**src/rtl/refMonPkg.sv**
```systemverilog
`timescale 1ns/1ps
package refMonPkg;

  // Strobes from control to datapath
  typedef struct packed {
    logic restart;     // clear window counters, start a fresh window
  } ctrlStrobes_t;

  // Observations from datapath to control
  typedef struct packed {
    logic refAbsent;   // watchdog expired
    logic windowDone;  // last reference edge of a window seen this cycle
    logic inTol;       // feedback count of the ending window is in tolerance
  } dpStatus_t;

  typedef enum logic [1:0] {
    ST_ABSENT = 2'd0,
    ST_HUNT   = 2'd1,
    ST_LOCKED = 2'd2
  } monState_t;

endpackage

```
**src/rtl/refMonSync.sv**
```systemverilog
`timescale 1ns/1ps
// Multi-stage synchronizer with rising-edge detection
module refMonSync #(
  parameter int STAGES = 2
) (
  input  logic clk,
  input  logic rstN,
  input  logic asyncIn,
  output logic rise
);
  logic [STAGES-1:0] chain;
  logic              lastLevel;

  always_ff @(posedge clk) begin
    if (!rstN) chain[0] <= 1'b0;
    else       chain[0] <= asyncIn;
  end

  for (genvar s = 1; s < STAGES; s++) begin : gStage
    always_ff @(posedge clk) begin
      if (!rstN) chain[s] <= 1'b0;
      else       chain[s] <= chain[s-1];
    end
  end

  always_ff @(posedge clk) begin
    if (!rstN) lastLevel <= 1'b0;
    else       lastLevel <= chain[STAGES-1];
  end

  assign rise = chain[STAGES-1] & ~lastLevel;
endmodule

```
**src/rtl/refMonDatapath.sv**
```systemverilog
`timescale 1ns/1ps
module refMonDatapath
  import refMonPkg::*;
#(
  parameter int WINDOW_EDGES    = 16,
  parameter int TOLERANCE       = 1,
  parameter int WATCHDOG_CYCLES = 64,
  parameter int SYNC_STAGES     = 2
) (
  input  logic         clk,
  input  logic         rstN,
  input  logic         refClk,
  input  logic         fbClk,
  input  ctrlStrobes_t strobes,
  output dpStatus_t    status
);
  localparam int WD_W  = $clog2(WATCHDOG_CYCLES + 1);
  localparam int WIN_W = $clog2(WINDOW_EDGES);
  localparam int FB_W  = $clog2(WINDOW_EDGES + TOLERANCE + 2) + 1;

  localparam logic [WD_W-1:0]  WD_LIMIT = WD_W'(WATCHDOG_CYCLES);
  localparam logic [WIN_W-1:0] WIN_LAST = WIN_W'(WINDOW_EDGES - 1);
  localparam logic [FB_W-1:0]  FB_MAX   = '1;
  localparam logic [FB_W-1:0]  FB_LOW   = (WINDOW_EDGES > TOLERANCE) ?
                                          FB_W'(WINDOW_EDGES - TOLERANCE) : '0;
  localparam logic [FB_W-1:0]  FB_HIGH  = FB_W'(WINDOW_EDGES + TOLERANCE);

  logic             refRise, fbRise;
  logic [WD_W-1:0]  wdCount;
  logic [WIN_W-1:0] refCount;
  logic [FB_W-1:0]  fbCount, fbNext;
  logic             windowEnd;

  refMonSync #(.STAGES(SYNC_STAGES)) uRefSync (
    .clk(clk), .rstN(rstN), .asyncIn(refClk), .rise(refRise)
  );

  refMonSync #(.STAGES(SYNC_STAGES)) uFbSync (
    .clk(clk), .rstN(rstN), .asyncIn(fbClk), .rise(fbRise)
  );

  // Watchdog: cleared by each reference edge, saturates at its limit
  always_ff @(posedge clk) begin
    if (!rstN)                  wdCount <= WD_LIMIT;
    else if (refRise)           wdCount <= '0;
    else if (wdCount != WD_LIMIT) wdCount <= wdCount + 1'b1;
  end

  // Feedback count including an edge arriving this cycle, saturating
  always_comb begin
    fbNext = fbCount;
    if (fbRise && (fbCount != FB_MAX)) fbNext = fbCount + 1'b1;
  end

  assign windowEnd = refRise && !strobes.restart && (refCount == WIN_LAST);

  always_ff @(posedge clk) begin
    if (!rstN || strobes.restart) begin
      refCount <= '0;
      fbCount  <= '0;
    end else if (windowEnd) begin
      refCount <= '0;
      fbCount  <= '0;
    end else begin
      if (refRise) refCount <= refCount + 1'b1;
      fbCount <= fbNext;
    end
  end

  always_comb begin
    status.refAbsent  = (wdCount == WD_LIMIT);
    status.windowDone = windowEnd;
    status.inTol      = (fbNext >= FB_LOW) && (fbNext <= FB_HIGH);
  end
endmodule

```
**src/rtl/refMonControl.sv**
```systemverilog
`timescale 1ns/1ps
module refMonControl
  import refMonPkg::*;
(
  input  logic         clk,
  input  logic         rstN,
  input  dpStatus_t    status,
  output ctrlStrobes_t strobes,
  output logic         lockedFlag,
  output logic         lockStatus
);
  monState_t state;
  logic      goodPending;
  logic      toggleBit;

  always_ff @(posedge clk) begin
    if (!rstN) begin
      state       <= ST_ABSENT;
      goodPending <= 1'b0;
      toggleBit   <= 1'b0;
    end else if (status.refAbsent) begin
      state       <= ST_ABSENT;
      goodPending <= 1'b0;
      toggleBit   <= 1'b0;
    end else begin
      unique case (state)
        ST_ABSENT: state <= ST_HUNT;
        ST_HUNT: begin
          if (status.windowDone) begin
            if (status.inTol) begin
              if (goodPending) begin
                state     <= ST_LOCKED;
                toggleBit <= 1'b1;
              end
              goodPending <= 1'b1;
            end else begin
              goodPending <= 1'b0;
              toggleBit   <= ~toggleBit;
            end
          end
        end
        ST_LOCKED: begin
          if (status.windowDone && !status.inTol) begin
            state       <= ST_HUNT;
            goodPending <= 1'b0;
            toggleBit   <= 1'b0;
          end
        end
        default: state <= ST_ABSENT;
      endcase
    end
  end

  always_comb begin
    strobes.restart = (state == ST_ABSENT);
    lockedFlag      = (state == ST_LOCKED);
    lockStatus      = lockedFlag || ((state == ST_HUNT) && toggleBit);
  end
endmodule

```
**src/rtl/refLockMonitor.sv**
```systemverilog
`timescale 1ns/1ps
module refLockMonitor
  import refMonPkg::*;
#(
  parameter int WINDOW_EDGES    = 16,
  parameter int TOLERANCE       = 1,
  parameter int WATCHDOG_CYCLES = 64,
  parameter int SYNC_STAGES     = 2
) (
  input  logic clk,
  input  logic rstN,
  input  logic refClk,
  input  logic fbClk,
  output logic lockStatus
);
  ctrlStrobes_t ctrlStrobes;
  dpStatus_t    dpStatus;
  logic         lockedFlag;

  refMonDatapath #(
    .WINDOW_EDGES(WINDOW_EDGES),
    .TOLERANCE(TOLERANCE),
    .WATCHDOG_CYCLES(WATCHDOG_CYCLES),
    .SYNC_STAGES(SYNC_STAGES)
  ) uDatapath (
    .clk(clk), .rstN(rstN), .refClk(refClk), .fbClk(fbClk),
    .strobes(ctrlStrobes), .status(dpStatus)
  );

  refMonControl uControl (
    .clk(clk), .rstN(rstN), .status(dpStatus), .strobes(ctrlStrobes),
    .lockedFlag(lockedFlag), .lockStatus(lockStatus)
  );
endmodule

```
**config.mk**
```make
export PLATFORM = sky130hd
export DESIGN_NAME = refLockMonitor
export DESIGN_NICKNAME = d
export VERILOG_FILES = /design/src/rtl/refMonPkg.sv /design/src/rtl/refMonSync.sv /design/src/rtl/refMonDatapath.sv /design/src/rtl/refMonControl.sv /design/src/rtl/refLockMonitor.sv
export SDC_FILE = /design/constraint.sdc
export NUM_CORES = 1
export LEC_CHECK = 0
export ABC_AREA = 0
export CORE_ASPECT_RATIO = 2
export CORE_MARGIN = 2
export CORE_UTILIZATION = 25
export CTS_CLUSTER_DIAMETER = 80
export DETAILED_ROUTE_END_ITERATION = 7
export DONT_BUFFER_PORTS = 1
export HOLD_SLACK_MARGIN = 0.1
export PLACE_DENSITY_LB_ADDON = 0.2
export REMOVE_ABC_BUFFERS = 1
export SLEW_MARGIN = 20
export SYNTH_ARGS = -nofsm -noshare
export SYNTH_HDL_FRONTEND = slang
export SYNTH_SLANG_ARGS = --single-unit
```
**constraint.sdc**
```tcl
create_clock -name clk -period 2.3 [get_ports clk]
set_clock_uncertainty 0.05 [all_clocks]
set_input_delay 0.345 -clock clk [delete_from_list [all_inputs] [get_ports clk]]
set_output_delay 0.345 -clock clk [all_outputs]
set_load 0.02 [all_outputs]
```
**Word level (Yosys, flattened, before mapping)**

Cells that the tools add are included.

- ROM bits: 0
- Memories kept: 0
- Output and inout port bits: 1
- Bits of input ports: 4
- Flip-flop bits (word level): 27
- Latch bits: 0
- Memory bits (writable): 0
- Word-level logic and storage cells: 71

- Divide/modulo/power cells: 0
- $mul: 0
- $add $sub $neg: 3
- Eq/ne operators: 11
- Bitwise gates (word level): 6
- Magnitude comparators: 2
- Mux-type cells: 16
- Shift-type cells: 0
- Reduce and logical (&&, ||, !) cells: 20

Operator list:

| operator | number |
|---|---|
| 2-to-1 mux 7 bit | 2 |
| 2-to-1 mux 2 bit | 4 |
| AND reduction 4 bit | 2 |
| adder 7 x 1 -> 7 bit, second input constant | 1 |
| == test 7 bit, second input constant | 1 |
| != test 7 bit, second input constant | 1 |
| adder 6 x 1 -> 6 bit, second input constant | 1 |
| >= comparator 6 x 4 -> 1 bit, second input constant | 1 |
| less-or-equal comparator 6 x 5 -> 1 bit, second input constant | 1 |
| logical AND 1 bit | 6 |
| 2-to-1 mux 1 bit | 6 |
| 2-to-1 mux 6 bit | 1 |
| != test 2 x 1 -> 1 bit, second input constant | 3 |
| != test 6 bit, second input constant | 1 |
| case mux 2 bit (3 select lines) | 1 |
| OR reduction 2 bit | 3 |
| adder 4 x 1 -> 4 bit, second input constant | 1 |
| == test 4 bit, second input constant | 1 |
| NOT 1 bit | 4 |
| case mux 1 bit (2 select lines) | 2 |
| nonzero test 2 bit | 2 |
| zero test 1 bit | 3 |
| != test 3 bit, second input constant | 1 |
| AND reduction 3 bit | 1 |
| 6 further kinds | 8 |

**Longest topological paths before layout**

- Depth in word-level cells: 10
- Mapped depth: 7
- Mapped depth without buffers: 7

**Hierarchy**

A second synthesis with hierarchy kept.

- Cell total of the unflattened synthesis: 153
- Area total of the unflattened synthesis: 1427.6 um^2

Modules (own cells, without submodules):

| module | times used | cells an instance | area each (um^2) | sequential area each (um^2) |
|---|---|---|---|---|
| refMonDatapath | 1 | 104 | 939.7 | 340.3 |
| refMonControl | 1 | 35 | 302.8 | 80.1 |
| refMonSync | 2 | 7 | 92.6 | 60.1 |

**Least setup slack after synthesis**

No wires, ideal clock.

- Path type: reg-to-reg
- Start: reg uDatapath.fbCount[0]
- End: reg uControl.state[1]
- Arrival: 1863 ps
- Path slack: 295 ps
- Clock period less this slack: 2005 ps
- Required time: 2158 ps
- Stages on the path, launching flop included: 8
- Setup time: 92 ps
- Buffers on the path: 0
- Cells stage by stage: dfxtp_1 ha_1 and3b_1 or3b_2 a22oi_2 a32oi_2 nor2b_1 o32ai_1

- Word-level cells in the longest chain between the ends: 9
- Elaborated cells on any way between the ends: 12
- Those cells by class: add/sub (1); order compare (2); eq/ne (3); mux (1); reduce/logical (5)

RTL lines:

| item | line | RTL |
|---|---|---|
| from (decl) | refMonDatapath.sv:31 | `logic [FB_W-1:0] fbCount, fbNext;` |
| from (signal assigned) | refMonDatapath.sv:66 | `fbCount <= fbNext;` |
| branches (longest 2 deep; another with adder 6 x 1 -> 6 bit) | - |  |
| 2-to-1 mux 6 bit (*) | refMonDatapath.sv:52 | `if (fbRise && (fbCount != FB_MAX)) fbNext = fbCount + 1'b1;` |
| >= comparator 6 x 4 -> 1 bit / less-or-equal comparator 6 x 5 -> 1 bit (equally long branches) | refMonDatapath.sv:73 | `status.inTol = (fbNext >= FB_LOW) && (fbNext <= FB_HIGH);` |
| logical AND 1 bit (*) | refMonDatapath.sv:73 |  |
| zero test 1 bit | refMonControl.sv:43 | `if (status.windowDone && !status.inTol) begin` |
| logical AND 1 bit | refMonControl.sv:43 |  |
| != test 2 x 1 -> 1 bit (no source line) | - |  |
| AND reduction 4 bit (no source line) (*) | - |  |
| to (signal assigned) | refMonControl.sv:32 | `state <= ST_LOCKED;` |
| to (signal assigned) | refMonControl.sv:44 | `state <= ST_HUNT;` |
| to (signal assigned) | refMonControl.sv:49 | `default: state <= ST_ABSENT;` |
| to (decl) | refMonControl.sv:12 | `monState_t state;` |

Every way passes the cells marked *.
A chain may end at the register's enable or synchronous reset.

**Final worst setup path**

Same ends and word-level chain as after synthesis.

==> flow_summary_export.csv <==
group,metric,value,unit
routing,wl_per_cell,12.0,um
clock_tree,cts.path.max_buffers,2,
setup_path,worst-endpoint-required,2430,ps
yosys,yosys_warnings,0,
placed_design,dpl.cell_count,202,
placed_design,dp_hpwl,1.91,mm
clock_tree,ctsHtreeMaxLevel,1,
yosys,synth_top_family_by_area,"simple AND/OR/NAND/NOR gates",
yosys,synthesis.area_per_instance,8.82,um^2
yosys,xor_xnor_share_of_the_synthesized_area,10.1,%
sta,finalWorstPathRequiredPeriod,2170,ps
global_routing,first_global_vias,967,
setup_path,critical_path.startpoint_type,"flop",
yosys,synth.area.top_cells,"dfxtp_1 (42%), nor2_1 (6.1%), xnor2_1 (6.1%), xor2_1 (4.1%), and2_1 (3.9%)",
clock_tree,clock_latency,270,ps
clock_tree,cts_resized,0,
routing,wl,2.47,mm
yosys,syn-cell-area,0.00130,mm^2
setup_path,regToRegStartpoint,"uDatapath.fbCount[0]",
setup_path,largest_delay_contributor_family_on_the_critical_path,"simple AND/OR/NAND/NOR gates",
layout,finalNonFillerCells,206,
sta,tightestPinTransition,576,ps
yosys,synth.ff_latch_count,27,
floorplanning,rows,37,
clock_tree,clock-sinks,27,
global_routing,grt_remaining_overflow,0,
sta,unrepaired_setup_endpoints_after_global_routing,"no",
yosys,synth-simple-area-share,30.1,%
yosys,synth_adder_area_share,3.86,%
outcome,status,"finished, final reports clean",
global_routing,grt_first_pass_wirelength,4.05,mm
placed_design,placed_cell_area,0.00136,mm^2
yosys,synthArstFlopShare,0,%
setup_path,crit_type,"flop to flop",
global_routing,grt_util_all_layers,9.33,%
setup_path,nature_of_the_critical_path_endpoint,"flop",
yosys,synth_compound_area_share,9.94,%
clock_tree,cts.hold.buffers_added,0,
yosys,ys_seq_area_share,41.7,%
sta,final_max_tran_viols,0,
hold_path,worstHoldPathCells,1,
routing,detail-route-antenna-nets,0,
clock_tree,cts-root-buf,"clkbuf_8",
setup_path,critical-path-max-stage-delay,460,ps
placed_design,routabilityCongestion,0.767,
sta,totalNegativeSetupSlack,0,ps
floorplanning,io_pins,5,
sta,final_hold_viol_count,0,
yosys,synthCells,147,
setup_path,worstPathBufferInverterCount,0,
layout,area_growth_syn_to_layout,8.11,%
sta,slew_headroom,61.6,%
yosys,ys_dominant_reg_cell,"dfxtp_1",
job,timing.max_cap.violations,0,
clock_tree,cts_bufs_inserted,3,
power,pwr_density_cell,622,mW/mm^2
power,netSwitchingFraction,25.4,%
hold_path,worstHoldPathType,"input port to flop",
yosys,synth.cells.most_frequent,"dfxtp_1 (27), nor2_1 (21), nand2_1 (13)",
power,maximum_vdd_ir_drop,0.386,mV
setup_path,worstPathMaxFanout,6,
routing,route.detailed.drc,0,
hold_path,hold_path_startpoint,"rstN",
global_routing,grt_start_max_net_pins,15,
power,switching_power,0.221,mW
floorplanning,die_width,54.9,um
layout,share_of_the_core_filled_with_cells,27.5,%
global_routing,grt_antenna_before_repair,0,
layout,final_cell_area_excluding_filler_cells,0.00140,mm^2
yosys,yosys.area.top_type,"dfxtp_1",
floorplanning,chipHeight,106,um
floorplanning,floorplan.core_area,0.00509,mm^2
routing,dr.pass1.iters,4,
layout,layout-drive-gt1-share,7.43,%
power,pwr-share-clk,30.7,%
sta,final_cycle_utilization_of_the_critical_path,94.2,%
routing,vias,960,
routing,avg_vias_per_cell,4.66,
yosys,synth_top_area_share,41.7,%
power,cell_internal_pwr,0.650,mW
sta,max_freq,462,MHz
yosys,synth_mux_area_share,1.54,%
power,leakage_power,0.491,nW
setup_path,reg2reg_depth,7,
yosys,number_of_synthesized_flops_with_an_enable_pin,0,
clock_tree,postCtsSetupRepairBufs,0,
floorplanning,starting_utilization_of_the_core_area,25.5,%
yosys,yosysUniqueCellTypes,38,
sta,setup-violations-final,0,
routing,drt_iter0_drc,13,
setup_path,timing.critical_path.from,"uDatapath.fbCount[0]",
clock_tree,clkSlewWorstSetupHoldPaths,90,ps
sta,final.hold.worst_slack,113,ps
setup_path,worstSetupPathDepth,7,
placed_design,place.port_buffers,0,
setup_path,cp.arrival,2300,ps
floorplanning,die_area,0.00581,mm^2
setup_path,crit_slowest_cell,"or3b_2",
power,power_frac_seq,58.1,%
layout,finish.net_count,157,
setup_path,crit_chain,"ha_1 -> and3b_1 -> or3b_2 -> a22oi_2 -> a32oi_2 -> nor2b_1 -> o32ai_1",
clock_tree,cts_tree,"done",
power,power.combinational.fraction,11.1,%
layout,antennaDiodeCount,0,
yosys,most_numerous_cell_in_the_yosys_netlist,"dfxtp_1",
logic make-up (layout without fill, tap and decap cells):
logic type | Yosys count | count (layout)
buffers and inverters | 8 | 9
flip-flops | 27 | 27
AND/OR/NAND/NOR | 73 | 73
adder cells (fa/ha/maj) | 4 | 4
AO/OA/AOI/OAI | 18 | 18
multiplexers | 2 | 2
XOR/XNOR | 15 | 15
routing by layer:
| layer | track usage (%) | routed length, um | vias up |
|---|---|---|---|
| met5 | 0 | 0 | - |
| met4 | 5.05 | 36 | 0 |
| met3 | 1.84 | 50 | 2 |
| met2 | 16.8 | 1370 | 6 |
| met1 | 9.12 | 1020 | 457 |
| li1 | - | - | 495 |
path summary, 6_finish.rpt:
check / endpoint / slack (ps)
setup / recovery: uControl.state[1] / 130
hold / removal: uDatapath.wdCount[6] / 110
setup reg to reg: uControl.state[1] / 130
hold reg to reg: uDatapath.uFbSync.chain[1] / 390
sequential cells by signal, indices dropped and copies added (netlist names):
signal                        cells
uControl.goodPending              1
uControl.state                    2
uControl.toggleBit                1
uDatapath.fbCount                 6
uDatapath.refCount                4
uDatapath.uFbSync.chain           2
uDatapath.uFbSync.lastLevel       1
uDatapath.uRefSync.chain          2
uDatapath.uRefSync.lastLevel      1
uDatapath.wdCount                 7
layout by cell type (no fill, tap or decap), drive strengths merged:
| cell type | synthesis | layout |
|---|---|---|
| clkbuf | 2 | 4 |
| dfxtp | 27 | 27 |
| o2111ai | 1 | 1 |
| o21bai | 1 | 1 |
| nand2 | 13 | 13 |
| o31ai | 1 | 1 |
| or2 | 1 | 1 |
| or4 | 1 | 1 |
| nor3 | 2 | 2 |
| and3b | 2 | 2 |
| nor2b | 2 | 2 |
| a211o | 1 | 1 |
| and2 | 8 | 8 |
| or3 | 1 | 1 |
| nor4b | 1 | 1 |
| nor3b | 1 | 1 |
| a21oi | 3 | 3 |
| mux2i | 2 | 2 |
| nand3b | 1 | 1 |
| ha | 4 | 4 |
| o32ai | 1 | 1 |
| a22oi | 1 | 1 |
| nand4 | 2 | 2 |
| inv | 4 | 4 |
| and2b | 1 | 1 |
| buf | 2 | 1 |
| a32oi | 1 | 1 |
| xnor2 | 9 | 9 |
| o21ai | 8 | 8 |
| xor2 | 6 | 6 |
| or3b | 1 | 1 |
| nand2b | 4 | 4 |
| nand4b | 1 | 1 |
| nor2 | 21 | 21 |
| nand3 | 10 | 10 |
layout make-up:
cell class | instances | area [um^2]
Fill cell | 560 | 3690
Multi-Input combinational cell | 112 | 721
Sequential cell | 27 | 541
Tap cell | 58 | 72.6
Clock buffer | 4 | 45.0
Inverter | 4 | 15.0
Timing Repair Buffer | 1 | 7.51
metrics by stage:
step | total power, mW | setup WS [ps]
2_1_floorplan | 0.587 | 295
3_3_place_gp | 0.610 | 190
3_5_place_dp | 0.616 | 140
4_1_cts | 0.884 | 117
5_1_grt | 0.916 | 20.2
6_report | 0.871 | 134
power groups by stage:
stage	clock [mW]	combinational [mW]	sequential, mW
6_report	0.268	0.0968	0.506
5_1_grt	0.297	0.110	0.509
4_1_cts	0.279	0.0994	0.506
2_1_floorplan	0	0.0757	0.511
3_3_place_gp	0	0.0940	0.516
3_5_place_dp	0	0.0991	0.517
Power figures use the tool's default switching activity.
